==> config.mk <==
export PLATFORM = sky130hd
export DESIGN_NAME = evt_timer_top
export DESIGN_NICKNAME = d
export VERILOG_FILES = /design/src/rtl/evt_timer_pkg.sv /design/src/rtl/evt_timer_dec.sv /design/src/rtl/evt_timer_presc.sv /design/src/rtl/evt_timer_chan.sv /design/src/rtl/evt_timer_top.sv
export SDC_FILE = /design/constraint.sdc
export NUM_CORES = 1
export LEC_CHECK = 0
export BUFFER_PORTS_ARGS = -buffer_cell sky130_fd_sc_hd__buf_2
export CORE_MARGIN = 2
export CORE_UTILIZATION = 40
export DETAILED_ROUTE_END_ITERATION = 7
export HOLD_SLACK_MARGIN = 0.08
export REMOVE_ABC_BUFFERS = 1
export SYNTH_ARGS = -nofsm -noshare
export SYNTH_HDL_FRONTEND = slang
export SYNTH_HIERARCHICAL = 1
export SYNTH_SLANG_ARGS = --single-unit
==> constraint.sdc <==
create_clock -name clk -period 10.9 [get_ports clk]
set_clock_uncertainty 0.15 [all_clocks]
set_input_delay 1.09 -clock clk [delete_from_list [all_inputs] [get_ports clk]]
set_output_delay 1.09 -clock clk [all_outputs]
set_load 0.03 [all_outputs]
==> src/rtl/evt_timer_pkg.sv <==
package evt_timer_pkg;

  typedef enum logic [2:0] {
    FLD_NONE,
    FLD_IEN,
    FLD_IST,
    FLD_CTL,
    FLD_IVL_LO,
    FLD_IVL_HI,
    FLD_CNT_LO,
    FLD_CNT_HI
  } fld_e;

  localparam int OFS_IEN    = 0;
  localparam int OFS_IST    = 4;
  localparam int CH_BASE    = 16;
  localparam int CH_SHIFT   = 5;   // 0x20 stride
  localparam int REL_CTL    = 0;
  localparam int REL_IVL_LO = 4;
  localparam int REL_IVL_HI = 8;
  localparam int REL_CNT_LO = 12;
  localparam int REL_CNT_HI = 16;

  localparam int CTL_EN  = 0;
  localparam int CTL_RLD = 1;
  localparam int CTL_PRE = 4;
  localparam int CTL_OSH = 7;

endpackage

==> src/rtl/evt_timer_dec.sv <==
module evt_timer_dec
  import evt_timer_pkg::*;
#(
  parameter int NUM_CH = 2,
  parameter int ADDR_W = 8,
  parameter int CH_IW  = 1
) (
  input  logic [ADDR_W-1:0] addr,
  output fld_e              fld,
  output logic [CH_IW-1:0]  ch
);

  logic [ADDR_W-1:0] off;
  logic [ADDR_W-1:0] slot;

  always_comb begin
    fld  = FLD_NONE;
    ch   = '0;
    off  = addr - ADDR_W'(CH_BASE);
    slot = off >> CH_SHIFT;
    if (addr == ADDR_W'(OFS_IEN)) begin
      fld = FLD_IEN;
    end else if (addr == ADDR_W'(OFS_IST)) begin
      fld = FLD_IST;
    end else if ((addr >= ADDR_W'(CH_BASE)) && (slot < ADDR_W'(NUM_CH))) begin
      ch = CH_IW'(slot);
      case (off[CH_SHIFT-1:0])
        5'(REL_CTL):    fld = FLD_CTL;
        5'(REL_IVL_LO): fld = FLD_IVL_LO;
        5'(REL_IVL_HI): fld = FLD_IVL_HI;
        5'(REL_CNT_LO): fld = FLD_CNT_LO;
        5'(REL_CNT_HI): fld = FLD_CNT_HI;
        default:        fld = FLD_NONE;
      endcase
    end
  end

endmodule

==> src/rtl/evt_timer_presc.sv <==
module evt_timer_presc #(
  parameter int NUM_CH = 2,
  parameter int PRE_W  = 3
) (
  input  logic                         clk,
  input  logic                         rst_n,
  input  logic [NUM_CH-1:0][PRE_W-1:0] presc,
  output logic [NUM_CH-1:0]            tick
);

  localparam int DIV_W = (1 << PRE_W) - 1;

  logic [DIV_W-1:0] div_q;
  logic [DIV_W-1:0] div_n;

  always_comb div_n = div_q + DIV_W'(1);

  always_ff @(posedge clk or negedge rst_n) begin
    if (!rst_n) div_q <= '0;
    else        div_q <= div_n;
  end

  for (genvar n = 0; n < NUM_CH; n++) begin : g_tick
    logic [DIV_W-1:0] mask;
    always_comb begin
      mask    = ~({DIV_W{1'b1}} << presc[n]);
      tick[n] = ((div_q & mask) == mask);
    end
  end

endmodule

==> src/rtl/evt_timer_chan.sv <==
module evt_timer_chan
  import evt_timer_pkg::*;
#(
  parameter int DW       = 32,
  parameter int PRE_W    = 3,
  parameter int SYNC_LAT = 2
) (
  input  logic             clk,
  input  logic             rst_n,
  input  logic             ctl_we,
  input  logic             ivl_lo_we,
  input  logic             ivl_hi_we,
  input  logic [DW-1:0]    wdata,
  input  logic             tick,
  output logic [DW-1:0]    ctl_rd,
  output logic [PRE_W-1:0] presc,
  output logic [2*DW-1:0]  ivl_rd,
  output logic [2*DW-1:0]  cnt_rd,
  output logic             en_o,
  output logic             osh_o,
  output logic             rld_o,
  output logic             expire
);

  localparam int CW = 2 * DW;

  logic                en_q,   en_n;
  logic                osh_q,  osh_n;
  logic                rld_q,  rld_n;
  logic [PRE_W-1:0]    pre_q,  pre_n;
  logic [CW-1:0]       ivl_q,  ivl_n;
  logic [CW-1:0]       cnt_q,  cnt_n;
  logic [SYNC_LAT-1:0] pipe_q, pipe_n;
  logic                run;
  logic                fire;

  always_comb begin
    run    = pipe_q[SYNC_LAT-1];
    fire   = tick && !rld_q && run && (cnt_q == '0);
    en_n   = en_q;
    osh_n  = osh_q;
    rld_n  = rld_q;
    pre_n  = pre_q;
    ivl_n  = ivl_q;
    cnt_n  = cnt_q;
    pipe_n = SYNC_LAT'({pipe_q, en_q});

    if (tick) begin
      if (rld_q) begin
        cnt_n = ivl_q;
        rld_n = 1'b0;
      end else if (run) begin
        if (cnt_q == '0) begin
          if (osh_q) begin
            cnt_n  = '0;
            en_n   = 1'b0;
            pipe_n = '0;
          end else begin
            cnt_n = ivl_q;
          end
        end else begin
          cnt_n = cnt_q - CW'(1);
        end
      end
    end

    if (ivl_lo_we) ivl_n[DW-1:0]  = wdata;
    if (ivl_hi_we) ivl_n[CW-1:DW] = wdata;

    if (ctl_we) begin
      en_n  = wdata[CTL_EN];
      osh_n = wdata[CTL_OSH];
      pre_n = wdata[CTL_PRE +: PRE_W];
      if (wdata[CTL_RLD]) rld_n = 1'b1;
    end
  end

  always_ff @(posedge clk or negedge rst_n) begin
    if (!rst_n) begin
      en_q   <= 1'b0;
      osh_q  <= 1'b0;
      rld_q  <= 1'b0;
      pre_q  <= '0;
      ivl_q  <= '0;
      cnt_q  <= '0;
      pipe_q <= '0;
    end else begin
      en_q   <= en_n;
      osh_q  <= osh_n;
      rld_q  <= rld_n;
      pre_q  <= pre_n;
      ivl_q  <= ivl_n;
      cnt_q  <= cnt_n;
      pipe_q <= pipe_n;
    end
  end

  always_comb begin
    ctl_rd                    = '0;
    ctl_rd[CTL_EN]            = en_q;
    ctl_rd[CTL_RLD]           = rld_q;
    ctl_rd[CTL_PRE +: PRE_W]  = pre_q;
    ctl_rd[CTL_OSH]           = osh_q;
  end

  assign presc  = pre_q;
  assign ivl_rd = ivl_q;
  assign cnt_rd = cnt_q;
  assign en_o   = en_q;
  assign osh_o  = osh_q;
  assign rld_o  = rld_q;
  assign expire = fire;

endmodule

==> src/rtl/evt_timer_top.sv <==
module evt_timer_top
  import evt_timer_pkg::*;
#(
  parameter int NUM_CH   = 2,
  parameter int DW       = 32,
  parameter int ADDR_W   = 8,
  parameter int PRE_W    = 3,
  parameter int SYNC_LAT = 2
) (
  input  logic              clk,
  input  logic              rst_n,
  input  logic              bus_sel,
  input  logic              bus_we,
  input  logic [ADDR_W-1:0] bus_addr,
  input  logic [DW-1:0]     bus_wdata,
  output logic [DW-1:0]     bus_rdata,
  output logic              irq
);

  localparam int CH_IW = (NUM_CH > 1) ? $clog2(NUM_CH) : 1;
  localparam int CW    = 2 * DW;

  // reset: asserted asynchronously, released on a clock edge
  logic [1:0] rst_pipe;
  logic       rst_sync_n;

  always_ff @(posedge clk or negedge rst_n) begin
    if (!rst_n) rst_pipe <= 2'b00;
    else        rst_pipe <= {rst_pipe[0], 1'b1};
  end
  assign rst_sync_n = rst_pipe[1];

  fld_e                         fld;
  logic [CH_IW-1:0]             ch;
  logic                         wr;
  logic [NUM_CH-1:0]            ctl_we, ivl_lo_we, ivl_hi_we;
  logic [NUM_CH-1:0]            tick, expire;
  logic [NUM_CH-1:0]            en_v, osh_v, rld_v;
  logic [NUM_CH-1:0][PRE_W-1:0] presc;
  logic [NUM_CH-1:0][DW-1:0]    ctl_a;
  logic [NUM_CH-1:0][CW-1:0]    ivl_a, cnt_a;
  logic [NUM_CH-1:0]            ien_q, ien_n;
  logic [NUM_CH-1:0]            st_q,  st_n;
  logic [NUM_CH-1:0]            ist_clr;

  evt_timer_dec #(.NUM_CH(NUM_CH), .ADDR_W(ADDR_W), .CH_IW(CH_IW)) u_dec (
    .addr (bus_addr),
    .fld  (fld),
    .ch   (ch)
  );

  evt_timer_presc #(.NUM_CH(NUM_CH), .PRE_W(PRE_W)) u_presc (
    .clk   (clk),
    .rst_n (rst_sync_n),
    .presc (presc),
    .tick  (tick)
  );

  assign wr = bus_sel && bus_we;

  for (genvar n = 0; n < NUM_CH; n++) begin : g_ch
    logic sel_n;
    assign sel_n        = wr && (ch == CH_IW'(n));
    assign ctl_we[n]    = sel_n && (fld == FLD_CTL);
    assign ivl_lo_we[n] = sel_n && (fld == FLD_IVL_LO);
    assign ivl_hi_we[n] = sel_n && (fld == FLD_IVL_HI);

    evt_timer_chan #(.DW(DW), .PRE_W(PRE_W), .SYNC_LAT(SYNC_LAT)) u_chan (
      .clk       (clk),
      .rst_n     (rst_sync_n),
      .ctl_we    (ctl_we[n]),
      .ivl_lo_we (ivl_lo_we[n]),
      .ivl_hi_we (ivl_hi_we[n]),
      .wdata     (bus_wdata),
      .tick      (tick[n]),
      .ctl_rd    (ctl_a[n]),
      .presc     (presc[n]),
      .ivl_rd    (ivl_a[n]),
      .cnt_rd    (cnt_a[n]),
      .en_o      (en_v[n]),
      .osh_o     (osh_v[n]),
      .rld_o     (rld_v[n]),
      .expire    (expire[n])
    );
  end

  // mask and pending flags
  always_comb begin
    ien_n   = ien_q;
    if (wr && (fld == FLD_IEN)) ien_n = bus_wdata[NUM_CH-1:0];
    ist_clr = (wr && (fld == FLD_IST)) ? bus_wdata[NUM_CH-1:0] : '0;
    st_n    = (st_q & ~ist_clr) | expire;
  end

  always_ff @(posedge clk or negedge rst_sync_n) begin
    if (!rst_sync_n) begin
      ien_q <= '0;
      st_q  <= '0;
    end else begin
      ien_q <= ien_n;
      st_q  <= st_n;
    end
  end

  assign irq = |(st_q & ien_q);

  always_comb begin
    bus_rdata = '0;
    case (fld)
      FLD_IEN:    bus_rdata = DW'(ien_q);
      FLD_IST:    bus_rdata = DW'(st_q);
      FLD_CTL:    bus_rdata = ctl_a[ch];
      FLD_IVL_LO: bus_rdata = ivl_a[ch][DW-1:0];
      FLD_IVL_HI: bus_rdata = ivl_a[ch][CW-1:DW];
      FLD_CNT_LO: bus_rdata = cnt_a[ch][DW-1:0];
      FLD_CNT_HI: bus_rdata = cnt_a[ch][CW-1:DW];
      default:    bus_rdata = '0;
    endcase
  end

endmodule

# Word-level counts from Yosys, hierarchy flattened
# Index checks and enable logic that the tools add are counted.
word_totals:
  ff_bits: 285
  latch_bits: 0
  ram_bits: 0
  romBits: 0
  output_inout_bits: 33
  elab_cells: 144
  mem_count: 0
op_classes:
  n_addsub: 4
  multipliers: 0
  n_div: 0
  order_cmp: 3
  n_eq_ne: 16
  n_shift: 2
  muxes: 51
  bitwise_logic: 9
  n_reduce_logical: 39
ops:
  columns: ["cell", "count"]
  rows:
  - ["2-to-1 mux 64 bit", 12]
  - ["one-hot mux 32 bit (7 select lines)", 1]
  - ["logical NOT 64 bit", 2]
  - ["subtractor 64 x 1 -> 64 bit (second input constant)", 2]
  - ["2-to-1 mux 32 bit", 1]
  - ["2-to-1 mux 2 bit", 11]
  - ["2-to-1 mux 1 bit", 21]
  - ["nonzero test 2 bit", 10]
  - ["logical AND 1 bit", 18]
  - ["one-hot mux 3 bit (5 select lines)", 1]
  - ["AND 7 bit", 2]
  - ["equality test 7 bit", 2]
  - ["NOT 7 bit", 2]
  - ["<< shifter 7 x 3 -> 7 bit (first input constant)", 2]
  - ["equality test 3 bit (second input constant)", 4]
  - ["equality test 5 x 4 -> 1 bit (second input constant)", 2]
  - ["AND reduction 5 bit", 2]
  - ["2-to-1 mux 3 bit", 3]
  - ["equality test 8 x 3 -> 1 bit (second input constant)", 1]
  - [">= comparator 8 x 5 -> 1 bit (second input constant)", 1]
  - ["logical NOT 8 bit", 1]
  - ["2-to-1 mux 8 bit", 1]
  - ["subtractor 8 x 5 -> 8 bit (second input constant)", 1]
  - ["adder 7 x 1 -> 7 bit (second input constant)", 1]
  - ["other kinds (15)", 20]

# Depth between registers and ports, before layout
logic_depth:
  depth_word: 12
  ltp_mapped: 14

# Modules after synthesis
# Netlist, hierarchy kept.
modules_own_cells:
  columns: ["module", "instances", "cells_per_inst", "area_per_inst_um2"]
  rows:
  - ["evt_timer_chan at g_ch[0].u_chan", 1, 712, 7194.4]
  - ["evt_timer_chan at g_ch[1].u_chan", 1, 683, 7105.6]
  - ["evt_timer_top", 1, 355, 2839.0]
  - ["evt_timer_presc", 1, 40, 390.4]
  - ["evt_timer_dec", 1, 32, 210.2]

# Least setup slack after synthesis
# Ideal clock, no wire load.
synth_timing:
  path_type: "input port to output port"
  from: "input bus_addr[4]"
  to: "output bus_rdata[10]"
  t_arrival_ns: 3.662
  required_time_ns: 9.660
  path_slack_ns: 5.998
  cell_stages: 11
  path_buffers: 2
  path_cell_list: "inv_1 > ha_1 > or2_4 > nor4_1 > a21oi_1 > nor4_1 > or3b_1 > buf_2 > buf_2 > o22ai_1 > or3_1"
synth_rtl:
  columns: ["item", "line", "source"]
  rows:
  - ["from (decl)", "evt_timer_top.sv:14", "input logic [ADDR_W-1:0] bus_addr,"]
  - ["subtractor 8 x 5 -> 8 bit", "evt_timer_dec.sv:19", "off = addr - ADDR_W'(CH_BASE);"]
  - ["equality test 5 bit, or another cell as far along", "evt_timer_dec.sv:27", "case (off[CH_SHIFT-1:0])"]
  - ["one-hot mux 3 bit (5 select lines) or logical AND 1 bit (tied branches)", "evt_timer_dec.sv:27, evt_timer_dec.sv:25", null]
  - ["2-to-1 mux 3 bit", "evt_timer_dec.sv:25", "end else if ((addr >= ADDR_W'(CH_BASE)) && (slot < ADDR_W'(NUM_CH))) begin"]
  - ["2-to-1 mux 3 bit", "evt_timer_dec.sv:23", "end else if (addr == ADDR_W'(OFS_IST)) begin"]
  - ["2-to-1 mux 3 bit *", "evt_timer_dec.sv:21", "if (addr == ADDR_W'(OFS_IEN)) begin"]
  - ["via fld[2]", "evt_timer_top.sv:33", "fld_e fld;"]
  - ["equality test 3 bit, or another cell as far along", "evt_timer_top.sv:109", "case (fld)"]
  - ["one-hot mux 32 bit (7 select lines) *", "evt_timer_top.sv:109", null]
  - ["to (decl)", "evt_timer_top.sv:16", "output logic [DW-1:0] bus_rdata,"]
# Mark *: on every way through the listed nets, which the timed path passes. The rest lies on a longest branch. The select of a mux whose other input is x is not followed.

# Worst setup path after layout
layout_timing:
  from: "input bus_addr[4]"
  to: "output bus_rdata[0]"
# The elaborated chain is that of the path after synthesis.

==> impl_metrics.py <==
metrics = {
    "global_route": {
        "grt_max_degree": 163,
        "groute.usage.overall_pct": 27.37,
        "grt_pass1_wl_mm": 97.56,
        "antenna_found_initial": 0,
        "grt_overflow": 0,
        "grt_pass1_vias": 15447,
    },
    "detailed_routing": {
        "ant_nets": 0,
        "num_vias": 15563,
        "drc": 0,
        "drt-initial-drc-count": 1480,
        "wire_per_inst_um": 25.78,
        "via_per_inst": 6.339,
        "routed_wl_mm": 63.30,
        "drtPass1Iterations": 5,
    },
    "hold_path": {
        "hold_path_class": "input pin to async pin",
    },
    "floorplan": {
        "die_x_um": 214.6,
        "start_util_pct": 40.29,
        "dieArea_mm2": 0.04605,
        "io_pins": 77,
        "rows": 77,
        "die_h_um": 214.6,
        "core-area_mm2": 0.04403,
    },
    "critical_path": {
        "cp_num_buf_inv": 4,
        "crit_type": "input pin to output pin",
        "crit_fanout": 19,
        "required_ns": 9.66,
        "rrSetupSlack_ns": 6.16,
        "endpoint_kind": "output pin",
        "slowest_stage": "nor4_1",
        "worstPathArrival_ns": 5.12,
        "worstSetupStartpointType": "input pin",
        "cpPeakStageDelay_ns": 0.82,
        "crit_family": "simple AND/OR/NAND/NOR gates",
        "cp_cell_sequence": "buf_2 -> inv_1 -> ha_1 -> or2_4 -> nor4_1 -> a21oi_1 -> nor4_1 -> nand3b_1 -> buf_4 -> o22ai_1 -> or4b_1 -> buf_2",
    },
    "cts": {
        "root_buffer": "clkbuf_16",
        "cts_tree": "done",
        "clock_path_buffers": 3,
        "insertion_delay_ns": 0.56,
        "cts_buffers": 35,
        "clkSinkCount": 285,
        "cts.repair.resized": 0,
        "htreeDepth": 2,
        "cts_setup_buffers": 0,
        "cts_hold_buf": 0,
        "clk_pin_slew_ns": 0.06,
    },
    "sta": {
        "rsz0062_at_grt": "no",
        "tightest_slew_ns": 1.362,
        "slew_violations": 0,
        "period_minus_slack_ns": 6.357,
        "hold_viol_final": 0,
        "setup_ws_ns": 4.543,
        "fmax_ghz": 0.1573,
        "final.period_utilization_pct": 58.32,
        "finalSetupViolations": 0,
        "hold_ws_ns": 0.1562,
        "relSlewSlack_pct": 9.182,
    },
    "power": {
        "irDropWorstVdd_v": 0.00009559,
        "p_per_area_mw_per_mm2": 140.3,
        "leakagePower_uw": 0.008544,
    },
    "placement": {
        "gp_congestion": 0.9485,
        "numPortBuffers": 76,
        "place_ws_ns": 4.614,
        "place_area_mm2": 0.01842,
        "hpwlAfterDp_mm": 42.52,
    },
    "synthesis": {
        "ys_seq_elements": 285,
        "ys_seq_area_share_pct": 40.20,
        "synth_flop_cell": "dfrtp_1",
        "synth_edf_count": 0,
        "asyncSetResetFlopFracSynth_pct": 100.0,
        "yosysWarnings": 6,
        "synth_cell_types": 84,
        "synthCells": 1822,
        "syn_area_mm2": 0.01774,
        "syn_area_per_cell_um2": 9.736,
    },
    "layout": {
        "seq_area_mm2": 0.007136,
        "multi_input_area_mm2": 0.009822,
        "fin_area_mm2": 0.01958,
        "n_antenna_cell": 0,
        "n_fill_cell": 4210,
        "area_growth_pct": 10.38,
        "nets": 1890,
        "drive_above_1_share_pct": 19.27,
    },
    "outcome": {
        "outcome": "completed",
    },
    "run": {
        "maxCapViolCount": 0,
    },
}
==> state kept, by name, summed over array words and instances, names as in the netlist <==
name                cells
st_q                    2
g_ch.u_chan/presc       6
g_ch.u_chan/en_o        2
g_ch.u_chan/osh_o       2
u_presc/div_q           7
rst_pipe                2
g_ch.u_chan/pipe_q      4
g_ch.u_chan/cnt_rd    128
g_ch.u_chan/ivl_rd    128
ien_q                   2
g_ch.u_chan/rld_o       2
==> cells by family after synthesis <==
kind of cell	synth area share, %
flip-flops	40.20
other	0.06347
multiplexers	17.96
AND/OR/NAND/NOR	19.59
buffers and inverters	6.059
adder cells (fa/ha/maj)	0.4937
AO/OA/AOI/OAI	15.28
XOR/XNOR	0.3456
==> layer usage <==
layer / GRT usage [%] / vias up / share of wire, % / wire length (µm)
met2: 42.64 / 715 / 45 / 28760
met4: 11.90 / 0 / 4.0 / 2559
met5: 0 / - / 0 / 0
met3: 4.879 / 146 / 7.7 / 4873
met1: 37.42 / 7853 / 43 / 27110
li1: - / 6849 / - / -
==> layout by cell type, fill, tap and decap left out, types with 16 or more instances in the layout <==
master and instances:
a21oi_1 41, mux2i_1 162, mux2_2 139, or4_1 19, nor3_1 62, o211ai_1 18, clkbuf_16 35, or3_1 79
o22ai_1 65, nor2_1 107, buf_4 29, a22oi_1 19, a221o_1 42, inv_1 21, buf_2 76, o21ai_0 61
conb_1 53, nand2_1 144, dfrtp_1 284, nand4_1 25, a32oi_1 29, nor4_1 28, nand3_1 72, and3_1 16
==> path summary, 6_finish.rpt <==
check                                          startpoint  depth (start not counted)                   endpoint
worst max-delay path                          bus_addr[4]                         12               bus_rdata[0]
worst min-delay path                                rst_n                          1                rst_pipe[1]
worst max register to register  g_ch[1].u_chan/cnt_rd[41]                          7  g_ch[1].u_chan/cnt_rd[19]
worst min register to register                rst_pipe[0]                          0                rst_pipe[1]
max in group asynchronous                     rst_pipe[1]                          1  g_ch[1].u_chan/cnt_rd[62]
min in group clk                              rst_pipe[0]                          0                rst_pipe[1]
==> cells in the mapped netlist, types with 13 or more instances <==
master | count | area [µm²]
or3_1 | 79 | 494.2
or4_1 | 19 | 142.6
and3_1 | 16 | 100.1
dfrtp_1 | 285 | 7132
clkbuf_1 | 49 | 183.9
buf_4 | 67 | 503.0
o21ai_0 | 61 | 305.3
nor3_1 | 66 | 330.3
nor2_1 | 109 | 409.1
mux2_2 | 139 | 1565
a32oi_1 | 29 | 254.0
o211ai_1 | 18 | 135.1
a21oi_1 | 43 | 215.2
o311ai_0 | 13 | 113.9
buf_2 | 46 | 230.2
nand4_1 | 25 | 156.4
a22oi_1 | 19 | 142.6
nand3_1 | 72 | 360.4
a221o_1 | 42 | 420.4
inv_1 | 21 | 78.83
mux2i_1 | 162 | 1622
o22ai_1 | 65 | 406.6
nor4_1 | 29 | 181.4
nand2_1 | 144 | 540.5
==> metrics by stage <==
stage | power, µW | setup TNS, ns | utilization, % | instances
finish | 2748 | 0 | 44.47 | 2455
detailed placement | 1544 | 0 | 41.83 | 2394
global placement | 1538 | 0 | 41.83 | 2394
floorplan | 1443 | -2233.71 | - | 1695
CTS | 2762 | 0 | 44.47 | 2455
global route | 2846 | 0 | 44.47 | 2455
==> where the power goes <==
part           switching, µW  internal (µW)
sequential              60.5           1100
clock                    484            728
combinational            246            131
total                    791           1960
==> final cells by class <==
| class | instances | area share (%) |
|---|---|---|
| clock buffers | 46 | 4.990 |
| clock inverters | 15 | 0.9649 |
| inverters | 21 | 0.4026 |
| multi-input cells | 1389 | 50.16 |
| flip-flops and latches | 285 | 36.44 |
| well taps | 592 | 3.783 |
| repair buffers | 107 | 3.259 |
No activity file was read; power rests on OpenSTA's default activity.
